===== src/rtl/cwf_pkg.sv =====
package cwf_pkg;
    localparam int unsigned LINE_WORDS = 4;
    localparam int unsigned OFF_W      = $clog2(LINE_WORDS);
    typedef logic [OFF_W-1:0] woff_t;
endpackage


===== src/rtl/cwf_line_store.sv =====
module cwf_line_store #(
    parameter int unsigned DEPTH  = 64,
    parameter int unsigned DATA_W = 32,
    localparam int unsigned IX_W  = $clog2(DEPTH)
) (
    input  logic              clk,
    input  logic              wr_en,
    input  logic [IX_W-1:0]   wr_ix,
    input  logic [DATA_W-1:0] wr_data,
    input  logic [IX_W-1:0]   rd_ix,
    output logic [DATA_W-1:0] rd_data
);
    logic [DATA_W-1:0] words_q [DEPTH];

    always_ff @(posedge clk) begin
        if (wr_en) words_q[wr_ix] <= wr_data;
    end

    assign rd_data = words_q[rd_ix];
endmodule


===== src/rtl/cwf_fill_ctrl.sv =====
module cwf_fill_ctrl
    import cwf_pkg::*;
#(
    parameter int unsigned LINE_W = 14
) (
    input  logic                  clk,
    input  logic                  rst_n,
    input  logic                  start,
    input  logic [LINE_W-1:0]     start_line,
    input  woff_t                 start_word,
    input  logic                  mem_valid,
    output logic                  busy,
    output logic [LINE_WORDS-1:0] filled,
    output logic [LINE_W-1:0]     line,
    output logic                  mem_req,
    output logic [LINE_W+OFF_W-1:0] mem_addr,
    output logic                  wr_en,
    output woff_t                 wr_word,
    output logic                  done
);
    typedef struct packed {
        logic                  busy;
        logic                  pend;
        woff_t                 word;
        woff_t                 cnt;
        logic [LINE_WORDS-1:0] filled;
        logic [LINE_W-1:0]     line;
    } fill_t;

    fill_t fill_d, fill_q;

    always_comb begin
        fill_d  = fill_q;
        mem_req = fill_q.busy && !fill_q.pend;
        wr_en   = 1'b0;
        done    = 1'b0;
        if (start && !fill_q.busy) begin
            fill_d.busy   = 1'b1;
            fill_d.pend   = 1'b0;
            fill_d.word   = start_word;
            fill_d.cnt    = '0;
            fill_d.filled = '0;
            fill_d.line   = start_line;
        end else if (fill_q.busy) begin
            if (!fill_q.pend) begin
                fill_d.pend = 1'b1;
            end else if (mem_valid) begin
                wr_en                      = 1'b1;
                fill_d.filled[fill_q.word] = 1'b1;
                fill_d.word                = fill_q.word + woff_t'(1);
                fill_d.cnt                 = fill_q.cnt + woff_t'(1);
                fill_d.pend                = 1'b0;
                if (fill_q.cnt == woff_t'(LINE_WORDS - 1)) begin
                    fill_d.busy = 1'b0;
                    done        = 1'b1;
                end
            end
        end
    end

    always_ff @(posedge clk) begin
        if (!rst_n) fill_q <= '0;
        else        fill_q <= fill_d;
    end

    assign busy     = fill_q.busy;
    assign filled   = fill_q.filled;
    assign line     = fill_q.line;
    assign mem_addr = {fill_q.line, fill_q.word};
    assign wr_word  = fill_q.word;
endmodule


===== src/rtl/cwf_cache.sv =====
module cwf_cache
    import cwf_pkg::*;
#(
    parameter int unsigned ADDR_W = 16,
    parameter int unsigned DATA_W = 32,
    parameter int unsigned LINES  = 16,
    parameter int unsigned CNT_W  = 16
) (
    input  logic              clk,
    input  logic              rst_n,
    input  logic              cpu_req,
    input  logic [ADDR_W-1:0] cpu_addr,
    output logic              cpu_ready,
    output logic [DATA_W-1:0] cpu_rdata,
    output logic              mem_req,
    output logic [ADDR_W-1:0] mem_addr,
    input  logic              mem_valid,
    input  logic [DATA_W-1:0] mem_rdata,
    output logic              fill_busy,
    output logic [CNT_W-1:0]  stall_cycles
);
    localparam int unsigned IDX_W  = $clog2(LINES);
    localparam int unsigned LINE_W = ADDR_W - OFF_W;
    localparam int unsigned TAG_W  = LINE_W - IDX_W;
    localparam int unsigned DEPTH  = LINES * LINE_WORDS;

    typedef struct packed {
        logic [LINES-1:0]            valid;
        logic [LINES-1:0][TAG_W-1:0] tags;
        logic [ADDR_W-1:0]           nxt_addr;
        logic [CNT_W-1:0]            stalls;
    } top_t;

    top_t top_d, top_q;

    logic [LINE_W-1:0]     req_line;
    logic [IDX_W-1:0]      req_idx;
    logic [TAG_W-1:0]      req_tag;
    woff_t                 req_word;
    logic                  f_busy, f_wr, f_done;
    logic [LINE_WORDS-1:0] f_filled;
    logic [LINE_W-1:0]     f_line;
    woff_t                 f_word;
    logic                  lookup_hit, early_ok, start_fill;

    assign req_line = cpu_addr[ADDR_W-1:OFF_W];
    assign req_word = cpu_addr[OFF_W-1:0];
    assign req_idx  = req_line[IDX_W-1:0];
    assign req_tag  = req_line[LINE_W-1:IDX_W];

    assign lookup_hit = top_q.valid[req_idx] && (top_q.tags[req_idx] == req_tag);
    assign early_ok   = (req_line == f_line) && (cpu_addr == top_q.nxt_addr)
                        && f_filled[req_word];
    assign cpu_ready  = cpu_req && (f_busy ? early_ok : lookup_hit);
    assign start_fill = cpu_req && !f_busy && !lookup_hit;

    always_comb begin
        top_d = top_q;
        if (start_fill) begin
            top_d.nxt_addr       = cpu_addr;
            top_d.valid[req_idx] = 1'b0;
        end
        if (cpu_ready && f_busy) top_d.nxt_addr = cpu_addr + ADDR_W'(1);
        if (cpu_req && !cpu_ready) top_d.stalls = top_q.stalls + CNT_W'(1);
        if (f_done) begin
            top_d.valid[f_line[IDX_W-1:0]] = 1'b1;
            top_d.tags[f_line[IDX_W-1:0]]  = f_line[LINE_W-1:IDX_W];
        end
    end

    always_ff @(posedge clk) begin
        if (!rst_n) top_q <= '0;
        else        top_q <= top_d;
    end

    cwf_fill_ctrl #(.LINE_W(LINE_W)) fill_i (
        .clk        (clk),
        .rst_n      (rst_n),
        .start      (start_fill),
        .start_line (req_line),
        .start_word (req_word),
        .mem_valid  (mem_valid),
        .busy       (f_busy),
        .filled     (f_filled),
        .line       (f_line),
        .mem_req    (mem_req),
        .mem_addr   (mem_addr),
        .wr_en      (f_wr),
        .wr_word    (f_word),
        .done       (f_done)
    );

    cwf_line_store #(.DEPTH(DEPTH), .DATA_W(DATA_W)) store_i (
        .clk     (clk),
        .wr_en   (f_wr),
        .wr_ix   ({f_line[IDX_W-1:0], f_word}),
        .wr_data (mem_rdata),
        .rd_ix   ({req_idx, req_word}),
        .rd_data (cpu_rdata)
    );

    assign fill_busy    = f_busy;
    assign stall_cycles = top_q.stalls;
endmodule


===== config.mk =====
export PLATFORM = sky130hd
export DESIGN_NAME = cwf_cache
export DESIGN_NICKNAME = d
export VERILOG_FILES = /design/src/rtl/cwf_pkg.sv /design/src/rtl/cwf_line_store.sv /design/src/rtl/cwf_fill_ctrl.sv /design/src/rtl/cwf_cache.sv
export SDC_FILE = /design/constraint.sdc
export NUM_CORES = 2
export LEC_CHECK = 0
export BUFFER_PORTS_ARGS = -buffer_cell sky130_fd_sc_hd__buf_2
export CAP_MARGIN = 20
export CORE_ASPECT_RATIO = 1.5
export CORE_MARGIN = 2
export CORE_UTILIZATION = 45
export DETAILED_ROUTE_END_ITERATION = 8
export SYNTH_ARGS = -nofsm -noshare
export SYNTH_HDL_FRONTEND = slang
export SYNTH_SLANG_ARGS = --single-unit
export TNS_END_PERCENT = 20

===== constraint.sdc =====
create_clock -name clk -period 4.1 [get_ports clk]
set_input_delay 0.205 -clock clk [delete_from_list [all_inputs] [get_ports clk]]
set_output_delay 0.205 -clock clk [all_outputs]
set_load 0.02 [all_outputs]

**Word level (Yosys, flattened, before mapping)**

Memories as Yosys holds them, arrays and structs flattened.
Index checks and enable logic that the tools add are counted.

- Memories kept: 1
- Output and inout port bits: 67
- Bits of input ports: 52
- Word-level logic and storage cells: 108
- Register bits: 232
- Memory bits (writable): 2048

- Add/sub/neg operators: 4
- Bitwise gates (word level): 5
- Multiplexer cells: 38
- Order comparisons: 7
- Reductions and logical operators: 24
- Equality and inequality tests: 4

Memory list:

| memory | words | bits a word | rd ports | clocked after Yosys merged registers in | write ports | line | source |
|---|---|---|---|---|---|---|---|
| store_i.words_q | 64 | 32 | 1 | 0 | 1 | cwf_line_store.sv:13 | `logic [DATA_W-1:0] words_q [DEPTH];` |

Operators by type and width:

| cell | number |
|---|---|
| $mux W176 | 1 |
| $bwmux W160 | 1 |
| $mux W10 | 5 |
| $mux W16 | 3 |
| $bmux W10 S4 | 1 |
| $demux W10 S4 | 1 |
| $add A16 B1 Y16 const B | 2 |
| $mux W1 | 20 |
| $and A16 B16 Y16 | 1 |
| $eq A16 B16 Y1 | 1 |
| $not A16 Y16 | 1 |
| $or A16 B16 Y16 | 1 |
| $eq A14 B14 Y1 | 1 |
| $logic_and A1 B1 Y1 | 13 |
| $eq A10 B10 Y1 | 1 |
| $lt A4 B5 Y1 const B | 2 |
| $demux W1 S4 | 2 |
| $ge A4 B1 Y1 const B | 2 |
| $mux W8 | 1 |
| $reduce_bool A2 Y1 | 4 |
| $lt A2 B3 Y1 const B | 2 |
| $reduce_and A3 Y1 | 2 |
| $add A2 B1 Y2 const B | 2 |
| $bmux W1 S4 | 1 |
| other kinds (8) | 11 |

**Depth between registers and ports, before layout**

- Word-level depth: 10
- Gate-level depth with buffers: 13

**Modules after synthesis**

Synthesis repeated with hierarchy kept, for this count alone.

- Cells, all modules: 4723
- Area total of the unflattened synthesis: 89499.6 sq um

Modules (own cells, without submodules):

| module | sequential area each (sq um) | cells each | area an instance (sq um) | times used |
|---|---|---|---|---|
| cwf_line_store | 61499.0 | 3292 | 77874.7 | 1 |
| cwf_cache | 4164.0 | 1286 | 10339.9 | 1 |
| cwf_fill_ctrl | 480.5 | 145 | 1285.0 | 1 |

**Worst setup path before layout**

No wires, ideal clock.

- Path type: register -> register
- Start: reg fill_i.fill_q (netlist bit fill_i.busy)
- End: mem store_i.words_q[57][0], enable pin
- Arrival time: 3186 ps
- Path slack: 493 ps
- Cell stages (with the launch flop): 7
- Cells stage by stage: dfxtp_1 -> clkbuf_1 -> and3_1 -> clkbuf_1 -> clkbuf_1 -> nand3_1 -> nor2_1

- Longest elaborated chain between the ends: 7
- Elaborated cells between the ends (all ways): 8

Ends and longest elaborated chain:

| element | line | source |
|---|---|---|
| start: declaration | cwf_fill_ctrl.sv:30 | `fill_t fill_d, fill_q;` |
| start signal: assignment | cwf_fill_ctrl.sv:63 | `else fill_q <= fill_d;` |
| $logic_not A1 Y1 | cwf_fill_ctrl.sv:37, cwf_cache.sv:55 |  |
| $logic_and A1 B1 Y1 (2 in a row) | cwf_cache.sv:55 | `assign start_fill = cpu_req && !f_busy && !lookup_hit;` |
| $logic_and A1 B1 Y1 | cwf_fill_ctrl.sv:37 | `if (start && !fill_q.busy) begin` |
| $mux W1 * | cwf_fill_ctrl.sv:37 |  |
| $mux W1 * | cwf_line_store.sv:16 | `if (wr_en) words_q[wr_ix] <= wr_data;` |
| $mux W1 (implied by the code) * | cwf_line_store.sv:16 |  |
| end: declaration | cwf_line_store.sv:13 |  |

Mark *: on every way between the ends. The rest lies on a longest branch, timed or not.

==> results.md <==
- Of all nets on the critical path, the largest fanout is 4.
- The startpoint of the lowest-slack hold path is mem_rdata[17].
- The synthesized design contains 2280 register bits.
- Walking the worst path, the cells encountered are mux4_1 > a221oi_1 > a21oi_1 > and4bb_2 > o211ai_2 > o41ai_4 > and2_1 > buf_2.
- The count of nets left with antenna violations after detail routing is 0.
- After synthesis, the mean cell area works out to 19.7 µm².
- The clock insertion delay at the later pin of the skew report is 0.87 ns.
- The synthesis warning total is 0.
- The die covers 200000 µm².
- The met3 wire length is 18.7 mm.
- The number of different library cells in the post-synthesis netlist is 73.
- Global routing finished with a remaining overflow of 0.
- In this run the horizontal extent of the chip is 366 µm.
- The area overhead of the layout relative to synthesis is 14.2%.
- The placed cell count is 7147.
- The instance count of the mapped netlist is 4491.
- The clock tree synthesis step divided the H-tree into 4 levels.
- The top-level I/O count is 119.
- The clock buffer count from CTS is 210.
- The number of pins exceeding their max-slew limit in the final report is 0.
- For this design, the slowest cell found on the critical path is mux4_1.
- The run finished with clean final reports.
- The via count is 47484.
- The worst setup path is captured at an output port.
- Clock-pin slew was measured on the worst setup and hold paths at 0.06 ns.
- The number of gates resized after cts is 0.
- The average routed wire per standard cell is 35.3 µm.
- STA classifies the critical path startpoint as a flip-flop.
- The end of the worst hold path is store_i.words_q[34][17].
- The number of remaining DRC errors is 0.
- Excluding fillers, the count of instances in the completed layout stands at 7570.
- The vias per cell is 6.27.
- The mapped netlist covers 88500 µm².
- The TritonCTS clock tree is done.
- From bottom edge to top edge, the die measures 547 µm.
- The cell depth of the worst flop-to-flop path is 9.
- The number of global-route vias before repair is 46877.
- In this run the standard cell core region covers 196000 µm².
- Synthesis produced a netlist with a net count of 4550.
- The global-route usage over all layers is 26.4%.
- The cell family with the largest share of critical-path delay is compound AO/OA/AOI/OAI gates.
- The critical path arrival is 3.56 ns.
- Leaving out fill and tap cells, the most frequent cell in the layout is edfxtp_1.
- The cell sitting at the root of the clock tree is a clkbuf_16.
- The total count of hold-check failures in the final report is 0.
- The stage delay of the slowest cell on the critical path is 0.56 ns.
- The number of flops mapped to enable cells by yosys is 2048.
- In the finished design, the share of the clock period the worst path needs comes to 91.7%.
- Setup repair after global routing left no endpoint under its margin.
- The initial utilization of the core area, before any placement, comes to 45.2%.
- For the finished layout, the period the worst path requires is 3.76 ns.
- After detailed routing, the met2 layer carries 137 mm of wire.
- The number of rows created at floorplan is 199.
- The count of buffering cells on the critical path with inverters included is 1.
- The DRC marker count from the first detailed-route iteration is 5911.
- The worst setup slack for register-to-register paths is 0.51 ns.
- The first-pass GRT wire length is 370 mm.
- The number of I/O port buffers is 118.
- In this run the static leakage power is 31.7 nW.
- The path class of the lowest-slack min-delay path is input port to flip-flop.
- The transition time at the pin with the least slew margin is 1.23 ns.
- For this run, the leading register cell type out of synthesis is edfxtp_1.
- The endpoint identified for the worst register-to-register timing path is top_q[24].
- Routability-driven placement finished with a final weighted congestion of 0.853.
- The maximum clock path buffer count is 4.
- After synthesis, the share of flip-flops with an asynchronous set or reset is 0%.
- Summed over all nets, the half-perimeter wirelength after detailed placement is 155 mm.
- The critical path in this run is classified as flip-flop to output port.
- At the end of the flow, the number of nets in the layout was 4847.
- Along the worst hold path, the cell count comes to 1.
- For the worst setup path, the data required time is 3.89 ns.
- The maximum operating frequency is 266 MHz.
- The sequential fraction of the synthesis area is 74.7%.
- The number of setup violations in the final report is 0.
- The final total negative setup slack is 0 ns.
- The detailed-route wire length on metal 1 is 99.8 mm.
- The clock net in this run drives a total of 2280 sinks.
- The number of antenna violations at the first check in global routing was 11.
- In this run the tightest slew margin relative to its limit is 17.6%.
- The top cell types in the final layout, fill and taps aside, are 2048 x edfxtp_1, 576 x mux4_2, 246 x nand2_1, 232 x dfxtp_1, 212 x clkbuf_16.
- Final hold analysis gives a worst-case slack of 0.0598 ns.
- The total routed wirelength is 267 mm.
- Before antenna repair, the detailed router went through 8 iterations.
- In the final layout, the share of cells above drive strength 1 is 27.4%.
- The count of max-cap constraint violations is 0.
- Across the routed clock network, the largest skew measured is 0.0420 ns.
- The pin count of the biggest net entering global routing is 128.
- Routed signal wires occupy layers up through met5.
- The power density over the cells is 464 nW/µm².
- The largest vdd supply drop is 0.000345 V.
- The count of buffers added by post-CTS timing repair for setup is 0.
-- metrics by stage --
stage	cell area [µm²]	utilization, %	setup WS (ns)	total power (W)
3_5_place_dp	94000	48.0	0.527	0.0282
6_report	101000	51.7	0.339	0.0469
3_3_place_gp	94000	48.0	0.517	0.0282
2_1_floorplan	88500	-	0.493	0.0271
4_1_cts	101000	51.5	0.281	0.0471
5_1_grt	101000	51.7	0.117	0.0481
-- power by group --
part           leakage [nW]  total, W  switching, W  internal (W)
clock network          3.24    0.0192       0.00847        0.0107
logic                  8.14   0.00236       0.00149      0.000869
registers              20.3    0.0254     0.0000487        0.0253
total                  31.7    0.0469        0.0100        0.0369
-- flip-flops by register name (all words and copies together) (netlist names), named ones only --
signal and flops:
fill_i.busy 1, fill_i.filled 4, stall_cycles 16, top_q 32, fill_i.wr_word 2, store_i.words_q 2048, fill_i.fill_q 3, fill_i.line 14
-- final cells by class --
type                    instances  area, µm²
multi-input cells            1880      21400
fillers                     15528      94600
clock inverters               117       1010
well taps                    2613       3270
repair buffers                402       3680
diodes                          5       12.5
clock buffers                 259       5560
flip-flops and latches       2280      66100
inverters                      14       57.6
-- repair_timing --
| item | CTS | global route |
|---|---|---|
| endpoints found under the setup margin | 0 | 0 |
| endpoints found under the hold margin | 48 | 710 |
| hold buffers | 15 | 13 |
-- logic make-up after synthesis --
| group | synth area share [%] |
|---|---|
| mux | 16.5 |
| buf+inv | 1.76 |
| xor+xnor | 0.208 |
| flops | 74.7 |
| fa+ha+maj | 0.0989 |
| simple gates | 3.38 |
| compound gates | 3.31 |
-- metal layers --
layer | vias to the layer above | global-route usage, %
met5 | - | 0
met4 | 6 | 10.2
met3 | 542 | 3.69
met2 | 2241 | 45.6
met1 | 25739 | 33.7
li1 | 18956 | -
-- how the worst max path moves through the flow --
| stage | slack [ns] | from | cells past startpoint | end |
|---|---|---|---|---|
| after floorplan | 0.49 | fill_i.busy | 6 | store_i.words_q[57][0] |
| after global placement | 0.52 | cpu_addr[3] | 8 | cpu_rdata[5] |
| after detailed placement | 0.53 | cpu_addr[3] | 8 | cpu_rdata[5] |
| after CTS | 0.28 | store_i.words_q[29][5] | 7 | cpu_rdata[5] |
| after global routing | 0.12 | fill_i.line[7] | 7 | cpu_ready |
| final | 0.34 | flip-flop | 8 | cpu_ready |
-- synth_stat cells, types with 7 or more instances --
cell | instances | area (µm²)
nor2b_1 | 11 | 68.8
buf_2 | 78 | 390
a22o_1 | 8 | 70.1
clkbuf_1 | 165 | 619
a21oi_1 | 158 | 791
edfxtp_1 | 2048 | 61500
nand2b_1 | 13 | 81.3
o21ai_0 | 53 | 265
nand2_1 | 246 | 923
dfxtp_1 | 232 | 4640
nor3_1 | 33 | 165
nor2_1 | 208 | 781
ha_1 | 7 | 87.6
mux4_2 | 576 | 13000
a22oi_1 | 143 | 1070
nand4_1 | 34 | 213
o22ai_1 | 13 | 81.3
or2_2 | 10 | 62.6
nand3_1 | 41 | 205
and3_1 | 18 | 113
or3_1 | 24 | 150
buf_4 | 43 | 323
xnor2_1 | 14 | 123
mux2i_1 | 143 | 1430
o31ai_1 | 7 | 52.6
a211oi_1 | 8 | 60.1
a221oi_1 | 8 | 70.1
and2_1 | 9 | 56.3
xor2_1 | 7 | 61.3
inv_1 | 12 | 45.0
buf_1 | 24 | 90.1
mux2_2 | 16 | 180
Note: power is estimated with default switching activity, not from simulation.
